[config.mk]
export PLATFORM = sky130hd
export DESIGN_NAME = bus_width_adapter
export DESIGN_NICKNAME = d
export VERILOG_FILES = /design/src/rtl/bwa_pkg.sv /design/src/rtl/bwa_lane_pick.sv /design/src/rtl/bwa_rd_assemble.sv /design/src/rtl/bwa_ctrl.sv /design/src/rtl/bus_width_adapter.sv
export SDC_FILE = /design/constraint.sdc
export NUM_CORES = 1
export LEC_CHECK = 0
export CAP_MARGIN = 20
export CORE_UTILIZATION = 50
export DETAILED_ROUTE_END_ITERATION = 8
export PLACE_DENSITY = 0.83
export SYNTH_ARGS = -nofsm -noshare
export SYNTH_HDL_FRONTEND = slang
export SYNTH_HIERARCHICAL = 1
export SYNTH_SLANG_ARGS = --single-unit
[constraint.sdc]
create_clock -name clk -period 5.8 [get_ports clk]
set_clock_uncertainty 0.05 [all_clocks]
set_input_delay 1.74 -clock clk [delete_from_list [all_inputs] [get_ports clk]]
set_output_delay 1.74 -clock clk [all_outputs]
set_load 0.02 [all_outputs]
[src/rtl/bwa_pkg.sv]
package bwa_pkg;

    // Sequencer phases: waiting for a request, issuing byte cycles,
    // and the single trailing cycle in which the last read byte returns.
    typedef enum logic [1:0] {
        PH_IDLE = 2'd0,
        PH_BYTES = 2'd1,
        PH_TAIL = 2'd2
    } bwa_phase_e;

    typedef enum logic {
        OP_LOAD = 1'b0,
        OP_STORE = 1'b1
    } bwa_op_e;

    // Fixed slave read latency in clocks (the sequencer assumes one).
    localparam int RD_LATENCY = 1;

    // True when no more than one bit of a lane mask is set.
    function automatic logic at_most_one(input logic [31:0] mask);
        return (mask & (mask - 32'd1)) == 32'd0;
    endfunction

endpackage

[src/rtl/bwa_lane_pick.sv]
module bwa_lane_pick #(
    parameter int LANES = 4,
    localparam int LANE_W = $clog2(LANES)
) (
    input  logic [LANES-1:0]  mask,
    output logic [LANE_W-1:0] lane,
    output logic              any,
    output logic              last
);
    import bwa_pkg::*;

    // Lowest set lane wins: scanning from the top lets lower lanes overwrite.
    always_comb begin
        lane = '0;
        any  = 1'b0;
        for (int i = LANES - 1; i >= 0; i--) begin
            if (mask[i]) begin
                lane = LANE_W'(i);
                any  = 1'b1;
            end
        end
        last = any && at_most_one(32'(mask));
    end

endmodule

[src/rtl/bwa_rd_assemble.sv]
module bwa_rd_assemble #(
    parameter int LANES = 4,
    parameter int BYTE_W = 8,
    localparam int LANE_W = $clog2(LANES),
    localparam int DATA_W = LANES * BYTE_W
) (
    input  logic              clk,
    input  logic              rst,
    input  logic              cap_en,
    input  logic [LANE_W-1:0] cap_lane,
    input  logic [BYTE_W-1:0] byte_in,
    output logic [DATA_W-1:0] word_out
);

    logic [BYTE_W-1:0] hold_q [LANES];

    for (genvar g = 0; g < LANES; g++) begin : g_lane
        logic hit;
        assign hit = cap_en && (cap_lane == LANE_W'(g));

        always_ff @(posedge clk) begin
            if (rst) begin
                hold_q[g] <= '0;
            end else if (hit) begin
                hold_q[g] <= byte_in;
            end
        end

        // The byte arriving this cycle bypasses its holding register so the
        // final lane is usable in the completion cycle itself.
        assign word_out[g*BYTE_W +: BYTE_W] = hit ? byte_in : hold_q[g];
    end

endmodule

[src/rtl/bwa_ctrl.sv]
module bwa_ctrl #(
    parameter int LANES = 4,
    parameter int BYTE_W = 8,
    parameter int M_ADDR_W = 6,
    localparam int LANE_W = $clog2(LANES),
    localparam int DATA_W = LANES * BYTE_W
) (
    input  logic                       clk,
    input  logic                       rst,
    input  logic [M_ADDR_W-1:0]        m_addr,
    input  logic [DATA_W-1:0]          m_wdata,
    input  logic [LANES-1:0]           m_be,
    input  logic                       m_read,
    input  logic                       m_write,
    output logic                       m_waitreq,
    output logic [M_ADDR_W+LANE_W-1:0] s_addr,
    output logic                       s_cs,
    output logic                       s_rd,
    output logic                       s_wr,
    output logic [BYTE_W-1:0]          s_wdata,
    output logic                       cap_en,
    output logic [LANE_W-1:0]          cap_lane
);
    import bwa_pkg::*;

    bwa_phase_e          phase_q;
    bwa_op_e             op_q;
    logic [LANES-1:0]    pend_q;
    logic [M_ADDR_W-1:0] word_q;
    logic [DATA_W-1:0]   wdata_q;
    logic                rd_ret_q;
    logic [LANE_W-1:0]   rd_lane_q;

    logic [LANE_W-1:0]   cur_lane;
    logic                cur_any;
    logic                cur_last;

    logic                take_rd;
    logic                take_wr;

    bwa_lane_pick #(.LANES(LANES)) u_pick (
        .mask (pend_q),
        .lane (cur_lane),
        .any  (cur_any),
        .last (cur_last)
    );

    assign take_rd = (phase_q == PH_IDLE) && m_read;
    assign take_wr = (phase_q == PH_IDLE) && !m_read && m_write && (m_be != '0);

    always_ff @(posedge clk) begin
        if (rst) begin
            phase_q   <= PH_IDLE;
            op_q      <= OP_LOAD;
            pend_q    <= '0;
            word_q    <= '0;
            wdata_q   <= '0;
            rd_ret_q  <= 1'b0;
            rd_lane_q <= '0;
        end else begin
            rd_ret_q  <= (phase_q == PH_BYTES) && (op_q == OP_LOAD);
            rd_lane_q <= cur_lane;
            unique case (phase_q)
                PH_IDLE: begin
                    if (take_rd) begin
                        op_q    <= OP_LOAD;
                        pend_q  <= '1;
                        word_q  <= m_addr;
                        phase_q <= PH_BYTES;
                    end else if (take_wr) begin
                        op_q    <= OP_STORE;
                        pend_q  <= m_be;
                        word_q  <= m_addr;
                        wdata_q <= m_wdata;
                        phase_q <= PH_BYTES;
                    end
                end
                PH_BYTES: begin
                    pend_q[cur_lane] <= 1'b0;
                    if (cur_last || !cur_any) begin
                        phase_q <= (op_q == OP_LOAD) ? PH_TAIL : PH_IDLE;
                    end
                end
                PH_TAIL: begin
                    phase_q <= PH_IDLE;
                end
                default: begin
                    phase_q <= PH_IDLE;
                end
            endcase
        end
    end

    always_comb begin
        s_cs    = (phase_q == PH_BYTES);
        s_rd    = s_cs && (op_q == OP_LOAD);
        s_wr    = s_cs && (op_q == OP_STORE);
        s_addr  = {word_q, cur_lane};
        s_wdata = wdata_q[int'(cur_lane)*BYTE_W +: BYTE_W];
        unique case (phase_q)
            PH_IDLE:  m_waitreq = m_read || (m_write && (m_be != '0));
            PH_BYTES: m_waitreq = (op_q == OP_LOAD) || !cur_last;
            default:  m_waitreq = 1'b0;
        endcase
    end

    assign cap_en   = rd_ret_q;
    assign cap_lane = rd_lane_q;

endmodule

[src/rtl/bus_width_adapter.sv]
module bus_width_adapter #(
    parameter int LANES = 4,
    parameter int BYTE_W = 8,
    parameter int S_ADDR_W = 8
) (
    input  logic                                  clk,
    input  logic                                  rst,
    input  logic [S_ADDR_W-$clog2(LANES)-1:0]     m_addr,
    input  logic [LANES*BYTE_W-1:0]               m_wdata,
    input  logic [LANES-1:0]                      m_be,
    input  logic                                  m_read,
    input  logic                                  m_write,
    output logic                                  m_waitreq,
    output logic [LANES*BYTE_W-1:0]               m_rdata,
    output logic [S_ADDR_W-1:0]                   s_addr,
    output logic                                  s_cs,
    output logic                                  s_rd,
    output logic                                  s_wr,
    output logic [BYTE_W-1:0]                     s_wdata,
    input  logic [BYTE_W-1:0]                     s_rdata
);
    localparam int LANE_W   = $clog2(LANES);
    localparam int M_ADDR_W = S_ADDR_W - LANE_W;

    logic              cap_en;
    logic [LANE_W-1:0] cap_lane;

    bwa_ctrl #(
        .LANES    (LANES),
        .BYTE_W   (BYTE_W),
        .M_ADDR_W (M_ADDR_W)
    ) u_ctrl (
        .clk       (clk),
        .rst       (rst),
        .m_addr    (m_addr),
        .m_wdata   (m_wdata),
        .m_be      (m_be),
        .m_read    (m_read),
        .m_write   (m_write),
        .m_waitreq (m_waitreq),
        .s_addr    (s_addr),
        .s_cs      (s_cs),
        .s_rd      (s_rd),
        .s_wr      (s_wr),
        .s_wdata   (s_wdata),
        .cap_en    (cap_en),
        .cap_lane  (cap_lane)
    );

    bwa_rd_assemble #(
        .LANES  (LANES),
        .BYTE_W (BYTE_W)
    ) u_asm (
        .clk      (clk),
        .rst      (rst),
        .cap_en   (cap_en),
        .cap_lane (cap_lane),
        .byte_in  (s_rdata),
        .word_out (m_rdata)
    );

endmodule

# Word level (Yosys, flattened, before mapping)

Memory sizes are Yosys's and may differ from the RTL's.
Index checks and enable logic that the tools add are counted.

Register bits: 48
RAM bits: 32
Bits of input ports: 54
Output and inout bits: 52
Memories kept: 1

Add/sub/neg operators: 1
Order comparisons: 2
Equal/unequal tests: 6
Shift-type cells: 1
Multiplexer cells: 45
Bitwise gates (word level): 9
Reduce and logical (&&, ||, !) cells: 29

Memories:

| name         | words | width | rd ports | clocked after Yosys merged registers in | write ports | line                  | RTL |
|---|---|---|---|---|---|---|---|
| u_asm.hold_q | 4     | 8     | 4        | 0                                       | 4           | bwa_rd_assemble.sv:15 | `logic [BYTE_W-1:0] hold_q [LANES];` |

Operator list:

| kind                                                                         | count |
|---|---|
| 8-bit two-way mux                                                            | 8 |
| 4-bit by 32-bit bitwise AND with 32-bit output                               | 1 |
| 32-bit logical NOT                                                           | 1 |
| 32-bit by 6-bit indexed part select with 8-bit output                        | 1 |
| 1-bit two-way mux                                                            | 21 |
| 2-bit two-way mux                                                            | 8 |
| 1-bit logical AND                                                            | 13 |
| 6-bit two-way mux                                                            | 2 |
| 4-bit two-way mux                                                            | 2 |
| 4-bit one-hot mux with 2 select lines                                        | 1 |
| 2-bit AND reduction                                                          | 3 |
| 4-bit by 1-bit subtractor with 5-bit output, second input constant           | 1 |
| 4-bit bitwise AND                                                            | 1 |
| 2-bit by 1-bit equality test with 1-bit output, second input constant        | 2 |
| 2-bit equality test, second input constant                                   | 2 |
| 2-bit logical NOT                                                            | 2 |
| 4-bit inverter                                                               | 1 |
| 1-bit OR                                                                     | 4 |
| 2-bit one-hot mux with 2 select lines                                        | 1 |
| 2-bit nonzero test                                                           | 2 |
| 4-bit nonzero test                                                           | 1 |
| 1-bit logical NOT                                                            | 3 |
| 1-bit logical OR                                                             | 3 |
| 2-bit by 3-bit less-than comparator with 1-bit output, second input constant | 1 |
| 7 further kinds                                                              | 8 |

# Logic depth before layout (Yosys ltp)

Gate-level depths: netlist of the first run.

Depth after elaboration: 11
Mapped depth: 6
Gate-level depth less buffers: 5

# Modules after synthesis

Netlist of the first run, hierarchy kept.

Modules (own cells, without submodules):

| module          | times used | cells an instance | area each (µm²) | sequential area each (µm²) |
|---|---|---|---|---|
| bwa_ctrl        | 1          | 236               | 2147.1          | 960.9 |
| bwa_rd_assemble | 1          | 127               | 1664.1          | 960.9 |
| bwa_lane_pick   | 1          | 11                | 65.1            | 0.0 |

# Worst setup path after synthesis of the first run

No wires, ideal clock.

Path kind: input-to-output
From: input m_be[0]
To: output m_waitreq
Arrival time: 2580 ps
Required time: 4010 ps
Setup slack: 1430 ps
Cell stages on the path: 4
Path through: o41a_1 -> buf_2 -> o21ai_1 -> nand2_1

Cells in the longest elaborated chain, start to end: 4

Ends and longest elaborated chain:

| element                               | line                    | RTL |
|---|---|---|
| start, declared                       | bus_width_adapter.sv:10 | `input logic [LANES-1:0] m_be,` |
| 4-bit nonzero test                    | bwa_ctrl.sv:101         | `PH_IDLE: m_waitreq = m_read \|\| (m_write && (m_be != '0));` |
| 1-bit logical AND                     | bwa_ctrl.sv:101         |  |
| 1-bit logical OR                      | bwa_ctrl.sv:101         |  |
| 1-bit one-hot mux with 2 select lines | bwa_ctrl.sv:100         | `unique case (phase_q)` |
| end, declared                         | bus_width_adapter.sv:13 | `output logic m_waitreq,` |

No other way between the ends.

# Final worst setup path of the first run

Ends and elaborated chain as after synthesis.

==> results.cfg, run 1 <==
[timing]
period_share_pct = 91.51
worstMarginPinSlew_ps = 960.3
hold_ws_ps = 424.3
slew_violations = 0
hold_viol = 0
max_freq_mhz = 188.4
setup_viol = 0
max_slew_margin_pct = 35.63
finalSetupTns_ps = 0
finalCriticalPeriod_ps = 5308
rsz0062_at_grt = no

[routing]
vias_per_cell = 5.598
ant_nets = 0
wl_per_cell_um = 15.88
vias = 3185
drc = 0
drtIter0Drc = 178
wirelength_um = 9037
drtPass1Iterations = 4

[setup_path]
worstSetupStartpoint = m_be[0]
path_common_cell = clkdlybuf4s50_1
crit_slowest_cell = clkdlybuf4s50_1
critPathCapture = m_waitreq
crit_required_ps = 4010
start_kind = input pin
critical_path_class = in -> out
r2r_cells = 5
path_max_fanout = 3
end_kind = output port
cp_slowest_stage_delay_ps = 540
rr_endpoint = u_ctrl/pend_q[0]
r2r-start = u_ctrl/pend_q[1]
reg2reg_slack_ps = 3670
crit_chain = clkdlybuf4s50_1 -> o41a_1 -> o21ai_1 -> nand2_1 -> clkdlybuf4s50_1
cp.arrival_ps = 3520

[clocking]
post-cts-setup-buffers = 0
cts_tree = yes
ctsHoldBuffers = 0
numCtsBuffers = 9
h-tree-depth = 3
clk-insertion-delay-late_ps = 330
clk_path_buf_depth = 2
post_cts_resized = 0
path_clk_slew_ps = 80
cts-root-buf = clkbuf_8
clkSinkCount = 80

[grt]
antenna_found_initial = 0
grt_pass1_wl_um = 15150
grt-ovfl-total = 0
grtUsageTotal_pct = 23.14
grt_max_degree = 42
grt_pass1_vias = 3130

[synth]
synthSimpleGateAreaFrac_pct = 17.27
synth.largest_area_cell = dfxtp_1
syn_nets = 428
synth_edf_count = 32
synth_top_family_by_area = simple AND/OR/NAND/NOR gates
synthTopCellsByCount = dfxtp_1, a21oi_1, nor2_1
ys_types = 47
synthAdderAreaFrac_pct = 0
yosysMostFrequentCell = dfxtp_1
netlist_instances = 374
synth_top_flop_cell = dfxtp_1
synth_area_leaders = dfxtp_1, edfxtp_1, mux2_2, a21oi_1, mux4_2
synth_compound_area_share_pct = 13.43
syn_area_mm2 = 0.003876
avgSynthCellArea_um2 = 10.36
ys_seq_area_share_pct = 49.58
synth_xor_xnor_area_share_pct = 0.2260
synth_seq_cells = 80
async_flop_share_pct = 0
synth_top_area_share_pct = 24.79
ys_warn_count = 6
synthMuxAreaShare_pct = 15.49

[worst_hold_path]
hp-class = reg -> reg

[die]
fp.dieW_um = 90.05
rows = 31
start_util_pct = 52.60
die_area_mm2 = 0.008108
core_area_mm2 = 0.007370
pin_count = 106
die_h_um = 90.05

[placed_design]
dpl.hpwl_um = 6387
postPlaceCellArea_mm2 = 0.004961
portBuffers = 105
placed_cells_incl_taps = 552
gp_congestion = 0.8097

[finish]
n_fill_cell = 555
syn_to_final_growth_pct = 33.63
nets = 519
stdcell_count = 569
drive_gt1_share_pct = 15.74
final_util_pct = 70.29
final_cell_area_mm2 = 0.005180
antenna_cells = 0

[power_and_ir_drop]
pwr_density_cell_mw_per_mm2 = 294.3
p_leak_uw = 0.001795
irDropWorstVdd_uv = 166.4

[outcome]
outcome = finished clean

[job]
cap_viol_max_count = 0
logic make-up (layout without fill, tap and decap cells):
| group | after synthesis | count (layout) |
|---|---|---|
| buf+inv | 34 | 130 |
| mux | 46 | 46 |
| xor+xnor | 1 | 1 |
| flops | 80 | 80 |
| compound gates | 87 | 87 |
| simple gates | 126 | 126 |
how the worst min path moves through the flow:
| stage | startpoint | to | cells after the start |
|---|---|---|---|
| floorplan | u_ctrl/wdata_q[16] | u_ctrl/wdata_q[16] | 2 |
| global placement | u_ctrl/word_q[3] | u_ctrl/word_q[3] | 2 |
| detailed placement | u_ctrl/word_q[0] | u_ctrl/word_q[0] | 2 |
| CTS | u_ctrl/word_q[1] | u_ctrl/word_q[1] | 2 |
| global route | u_ctrl/word_q[4] | u_ctrl/word_q[4] | 2 |
| finish | u_ctrl/word_q[1] | u_ctrl/word_q[1] | 2 |
area by class of cell:
class	instances	area [µm²]	area share (%)
Inverter	4	15.01	0.2899
Clock inverter	5	38.79	0.7488
Sequential cell	80	1922	37.10
Timing Repair Buffer	110	1104	21.30
Multi-Input combinational cell	260	1824	35.22
Tap cell	99	123.9	2.391
Clock buffer	11	152.6	2.947
power by group:
group          internal (µW)  switching (µW)  leakage, µW  total [µW]
Clock                    184             204    0.0000916         388
Combinational            218             241     0.000979         459
Sequential               633            44.9     0.000724         678
flip-flops by register name (all words and copies together), names as in the netlist:
name / count
u_asm/hold_q: 32
u_ctrl/wdata_q: 32
u_ctrl/word_q: 6
u_ctrl/pend_q: 4
u_ctrl/cap_lane: 2
u_ctrl/phase_q: 2
u_ctrl/cap_en: 1
u_ctrl/op_q: 1
per-stage QoR:
stage | total power, µW | setup slack (ps)
global placement | 1130 | 496.5
finish | 1524 | 492.4
global route | 1599 | 427.1
detailed placement | 1140 | 484.1
floorplan | 966.9 | 1430
CTS | 1523 | 473.5
cells in the final DEF, fill, tap and decap left out, types with 4 or more instances in the layout:
| cell | synthesis | final |
|---|---|---|
| mux4_2 | 8 | 8 |
| o21ai_1 | 33 | 33 |
| nand2b_1 | 18 | 18 |
| nor2_1 | 35 | 35 |
| nand2_1 | 13 | 13 |
| nand3_1 | 32 | 32 |
| clkdlybuf4s50_1 | 0 | 104 |
| dfxtp_1 | 48 | 48 |
| buf_4 | 3 | 4 |
| a21oi_1 | 36 | 35 |
| clkbuf_8 | 0 | 9 |
| mux2i_1 | 6 | 6 |
| mux2_2 | 32 | 32 |
| edfxtp_1 | 32 | 32 |
routing by layer:
layer / vias up / GRT usage [%] / share of wire, %
li1: 1552 / - / -
met1: 1515 / 29.91 / 43
met2: 111 / 38.74 / 50
met3: 7 / 4.992 / 6.1
met4: 0 / 7.258 / 0.83
met5: - / 0 / 0
worst max-delay path: cells and delay by family:
kind	cells	cell delay, ps
buf+inv	2	1020
simple gates	1	80
compound gates	2	680
Power figures use the tool's default switching activity.
==> run 2: changes to the inputs <==
- CTS_BUF_LIST: default -> sky130_fd_sc_hd__clkbuf_16
- SLEW_MARGIN: default -> 20
==> run 2 against run 1 <==
Combinational power down 2%. Sequential share of layout area is 0.53 points lower. Count of clock-buffer cells in the layout decreased by 1. Design area is 1.4% higher. Non-clock buffer count fell by 1. First-iteration DRC count fell by 16%. Critical path type unchanged.
==> results.cfg, run 2 (synthesis gave the netlist of run 1 again) <==
[timing]
hold_viol = 0
period_share_pct = 91.51
setup_slack_ps = 492.7
rsz0062_at_grt = no
finalCriticalPeriod_ps = 5307
max_freq_mhz = 188.4
max_slew_margin_pct = 33.79
setup_viol = 0
worstMarginPinSlew_ps = 987.8
finalSetupTns_ps = 0
slew_violations = 0

[power_and_ir_drop]
irDropWorstVdd_uv = 213.5
p_leak_uw = 0.001832
total_power_uw = 1668
pwr_density_cell_mw_per_mm2 = 317.4

[finish]
antenna_cells = 0
stdcell_count = 568
syn_to_final_growth_pct = 35.57
nets = 518
reg.largest.list = u_asm/hold_q: 32 flops, u_ctrl/wdata_q: 32 flops, u_ctrl/word_q: 6 flops
drive_gt1_share_pct = 15.78
final_common_cell = clkdlybuf4s50_1
final_util_pct = 71.31
layout_common_cells = clkdlybuf4s50_1, dfxtp_1, nor2_1, a21oi_1, o21ai_1

[clocking]
post-cts-setup-buffers = 0
path_clk_slew_ps = 60
clkSinkCount = 80
clk-insertion-delay-late_ps = 330
post_cts_resized = 0
h-tree-depth = 3
ctsHoldBuffers = 0
cts-root-buf = clkbuf_16
cts_tree = yes
clk_path_buf_depth = 2
numCtsBuffers = 9

[setup_path]
cp.arrival_ps = 3520
critical_path_class = in -> out
r2r_cells = 5
end_kind = output port
path_common_cell = clkdlybuf4s50_1
rr_endpoint = u_ctrl/pend_q[2]
r2r-start = u_ctrl/pend_q[3]
critPathCapture = m_waitreq
crit_slowest_cell = clkdlybuf4s50_1
start_kind = input pin
path_max_fanout = 3
worstSetupStartpoint = m_be[0]
crit_required_ps = 4010
reg2reg_slack_ps = 3670
cp_num_cells = 5
crit_buf_inv = 2
crit_family = buffers and inverters
crit_chain = clkdlybuf4s50_1 -> o41a_1 -> o21ai_1 -> nand2_1 -> clkdlybuf4s50_1
cp_slowest_stage_delay_ps = 540

[worst_hold_path]
hp-class = reg -> reg

[routing]
drtPass1Iterations = 4
drtIter0Drc = 150
ant_nets = 0
vias = 3197
vias_per_cell = 5.629
drc = 0
wirelength_um = 9143
wl_per_cell_um = 16.10

[grt]
antenna_found_initial = 0
grt_pass1_wl_um = 15410
grtUsageTotal_pct = 23.76
grt_pass1_vias = 3144
grt-ovfl-total = 0
grt_max_degree = 42

[die]
pin_count = 106
die_area_mm2 = 0.008108
fp.dieW_um = 90.05
core_area_mm2 = 0.007370
start_util_pct = 52.60
die_h_um = 90.05
rows = 31

[placed_design]
dp_slack_ps = 484.1
placed_cells_incl_taps = 552
gp_congestion = 0.8097
dpl.hpwl_um = 6387
portBuffers = 105

[outcome]
outcome = finished clean

[job]
cap_viol_max_count = 0
## run 2: cell count changes in the layout (fill, tap and decap cells not counted)
cell,previous run,this run
clkbuf_1,1,0
inv_1,3,4
clkbuf_8,9,0
or3_2,0,1
or3_1,3,2
clkbuf_16,1,10
buf_16,1,0
## run 2: worst min-delay path by stage
stage	endpoint	startpoint	cells after the start	slack, ps
2_1_floorplan	u_ctrl/wdata_q[16]	u_ctrl/wdata_q[16]	2	410
3_3_place_gp	u_ctrl/word_q[3]	u_ctrl/word_q[3]	2	410
3_5_place_dp	u_ctrl/word_q[0]	u_ctrl/word_q[0]	2	410
4_1_cts	u_ctrl/word_q[1]	u_ctrl/word_q[1]	2	430
5_1_grt	u_ctrl/word_q[4]	u_ctrl/word_q[4]	2	450
6_report	u_ctrl/word_q[1]	u_ctrl/word_q[1]	2	420
## run 2: where the power goes
group	internal [µW]	leakage, µW	switching [µW]
clock network	316	0.000142	221
logic	211	0.000966	240
registers	634	0.000724	44.9
total	1160	0.00183	507
## run 2: per-layer routing
layer,wire [µm],part of all wire (%),global-route usage [%]
met3,580,6.3,6.768
met1,3942,43,30.51
met4,76,0.83,7.258
met5,0,0,0
met2,4544,50,38.87
## run 2: through the flow
stage                     cell area (µm²)  hold slack [ps]
after floorplan                      3876            405.6
after global placement               4961            409.3
after detailed placement             4961            414.4
after CTS                            5254            427.8
after global routing                 5255            448.1
final                                5255            423.1
## run 2: cell type report
cell class / count / area (µm²)
Clock buffer: 10 / 250.2
Multi-Input combinational cell: 260 / 1826
Timing Repair Buffer: 109 / 1076
Clock inverter: 6 / 42.54
Inverter: 4 / 15.01
Fill cell: 545 / 2115
Sequential cell: 80 / 1922
Tap cell: 99 / 123.9
## run 2: worst register-to-register path: cells and delay by family, from the launching register on
kind                   cells  cell delay (ps)
buffers and inverters      1              210
DFF                        1              400
and+or+nand+nor            2              850
AOI/OAI and AO/OA          2              480
==> run 3: changes to the inputs <==
- CORE_UTILIZATION: 50 -> 51
- PLACE_DENSITY: 0.83 -> 0.84
==> run 3 against run 2 <==
Combinational power is 2% higher. Critical path depth unchanged. Global-route usage is 0.89 points higher. Utilization increased by 1.1 points. Highest routed layer unchanged. Worst hold slack lost 3.3 ps.
==> results.cfg, run 3 (synthesis gave the netlist of run 1 again) <==
[grt]
grt_max_degree = 72
grt_pass1_vias = 3018
grt_pass1_wl_um = 14770
grt-ovfl-total = 0
grtUsageTotal_pct = 24.66
antenna_found_initial = 0

[timing]
slew_violations = 0
max_slew_margin_pct = 55.94
finalCriticalPeriod_ps = 5279
worstMarginPinSlew_ps = 659.4
setup_slack_ps = 520.6
setup_viol = 0
hold_ws_ps = 419.8
rsz0062_at_grt = no
hold_viol = 0
period_share_pct = 91.02
finalSetupTns_ps = 0
max_freq_mhz = 189.4

[routing]
vias = 3236
drtIter0Drc = 303
wl_per_cell_um = 16.75
drc = 0
vias_per_cell = 5.697
drtPass1Iterations = 6
wirelength_um = 9514
ant_nets = 0

[clocking]
path_clk_slew_ps = 60
ctsHoldBuffers = 0
h-tree-depth = 3
clk_path_buf_depth = 2
cts-root-buf = clkbuf_16
post_cts_resized = 0
clk-insertion-delay-late_ps = 330
post-cts-setup-buffers = 0
clkSinkCount = 80
cts_tree = yes
numCtsBuffers = 9

[finish]
final_common_cell = clkdlybuf4s50_1
n_fill_cell = 534
syn_to_final_growth_pct = 36.28
drive_gt1_share_pct = 15.57
layout_common_cells = clkdlybuf4s50_1, dfxtp_1, nor2_1, a21oi_1, o21ai_1
antenna_cells = 0
nets = 518
reg.largest.list = u_asm/hold_q: 32 flops, u_ctrl/wdata_q: 32 flops, u_ctrl/word_q: 6 flops

[placed_design]
dpl.hpwl_um = 6421
gp_congestion = 0.8171
portBuffers = 105
dp_slack_ps = 515.1

[setup_path]
crit_slowest_cell = clkdlybuf4s50_1
path_common_cell = clkdlybuf4s50_1
critical_path_class = in -> out
cp.arrival_ps = 3490
crit_required_ps = 4010
cp_slowest_stage_delay_ps = 550
crit_chain = clkdlybuf4s50_1 -> o41a_1 -> o21ai_1 -> nand2_1 -> clkdlybuf4s50_1
path_max_fanout = 3
reg2reg_slack_ps = 3830
end_kind = output port
start_kind = input pin

[die]
core_area_mm2 = 0.007292
die_h_um = 89.18
rows = 31
fp.dieW_um = 89.18
die_area_mm2 = 0.007953
pin_count = 106
start_util_pct = 53.16

[job]
cap_viol_max_count = 0

[power_and_ir_drop]
pwr_density_cell_mw_per_mm2 = 326.3
p_leak_uw = 0.001847
irDropWorstVdd_uv = 168.5

[worst_hold_path]
hp-class = reg -> reg

[outcome]
outcome = finished clean
[run 3: changes by cell type in the layout (fill, tap and decap cells not counted)]
cell        previous run  this run
nor3_1                 1         2
a21oi_4                0         1
buf_4                  4         5
buf_2                  1         0
bufinv_16              0         1
clkinvlp_4             2         1
a21oi_2                1         0
nor3_2                 2         1
[run 3: final timing paths]
kind                            cells past startpoint          endpoint              from
worst max-delay path                                5         m_waitreq           m_be[0]
worst min-delay path                                2  u_ctrl/word_q[1]  u_ctrl/word_q[1]
worst max register to register                      5  u_ctrl/pend_q[0]  u_ctrl/pend_q[2]
worst min register to register                      2  u_ctrl/word_q[1]  u_ctrl/word_q[1]
[run 3: stage by stage]
stage	instance area, µm²	utilization, %	power, µW	std cells
after floorplan	3876	-	966.9	374
after global placement	4956	67.97	1134	552
after detailed placement	4956	67.97	1144	552
after CTS	5271	72.29	1727	568
after global routing	5283	72.44	1791	568
final	5283	72.44	1724	568
[run 3: area by class of cell]
type                            count  area [µm²]  share of cell area (%)
Sequential cell                    80        1922                   36.38
Clock buffer                       10       250.2                   4.737
Multi-Input combinational cell    260        1828                   34.60
Tap cell                           99       123.9                   2.345
Inverter                            4       15.01                  0.2842
Clock inverter                      6       65.06                   1.232
Timing Repair Buffer              109        1079                   20.42
[run 3: report_power, final]
part	internal [µW]	switching [µW]
Sequential	634	43.6
Combinational	214	249
Clock	360	223
Total	1210	516
[run 3: per-layer routing]
metal  routed length [µm]  GRT usage, %  share of wire (%)
met5                    0             0                  0
met4                  131         8.947                1.4
met3                  659         4.617                6.9
met2                 4779         41.08                 50
met1                 3943         32.24                 41
[run 3: worst max-delay path: cells and delay by family]
| family | cells | cell delay, ps |
|---|---|---|
| AO/OA/AOI/OAI | 2 | 640 |
| buffers and inverters | 2 | 1030 |
| AND/OR/NAND/NOR | 1 | 80 |
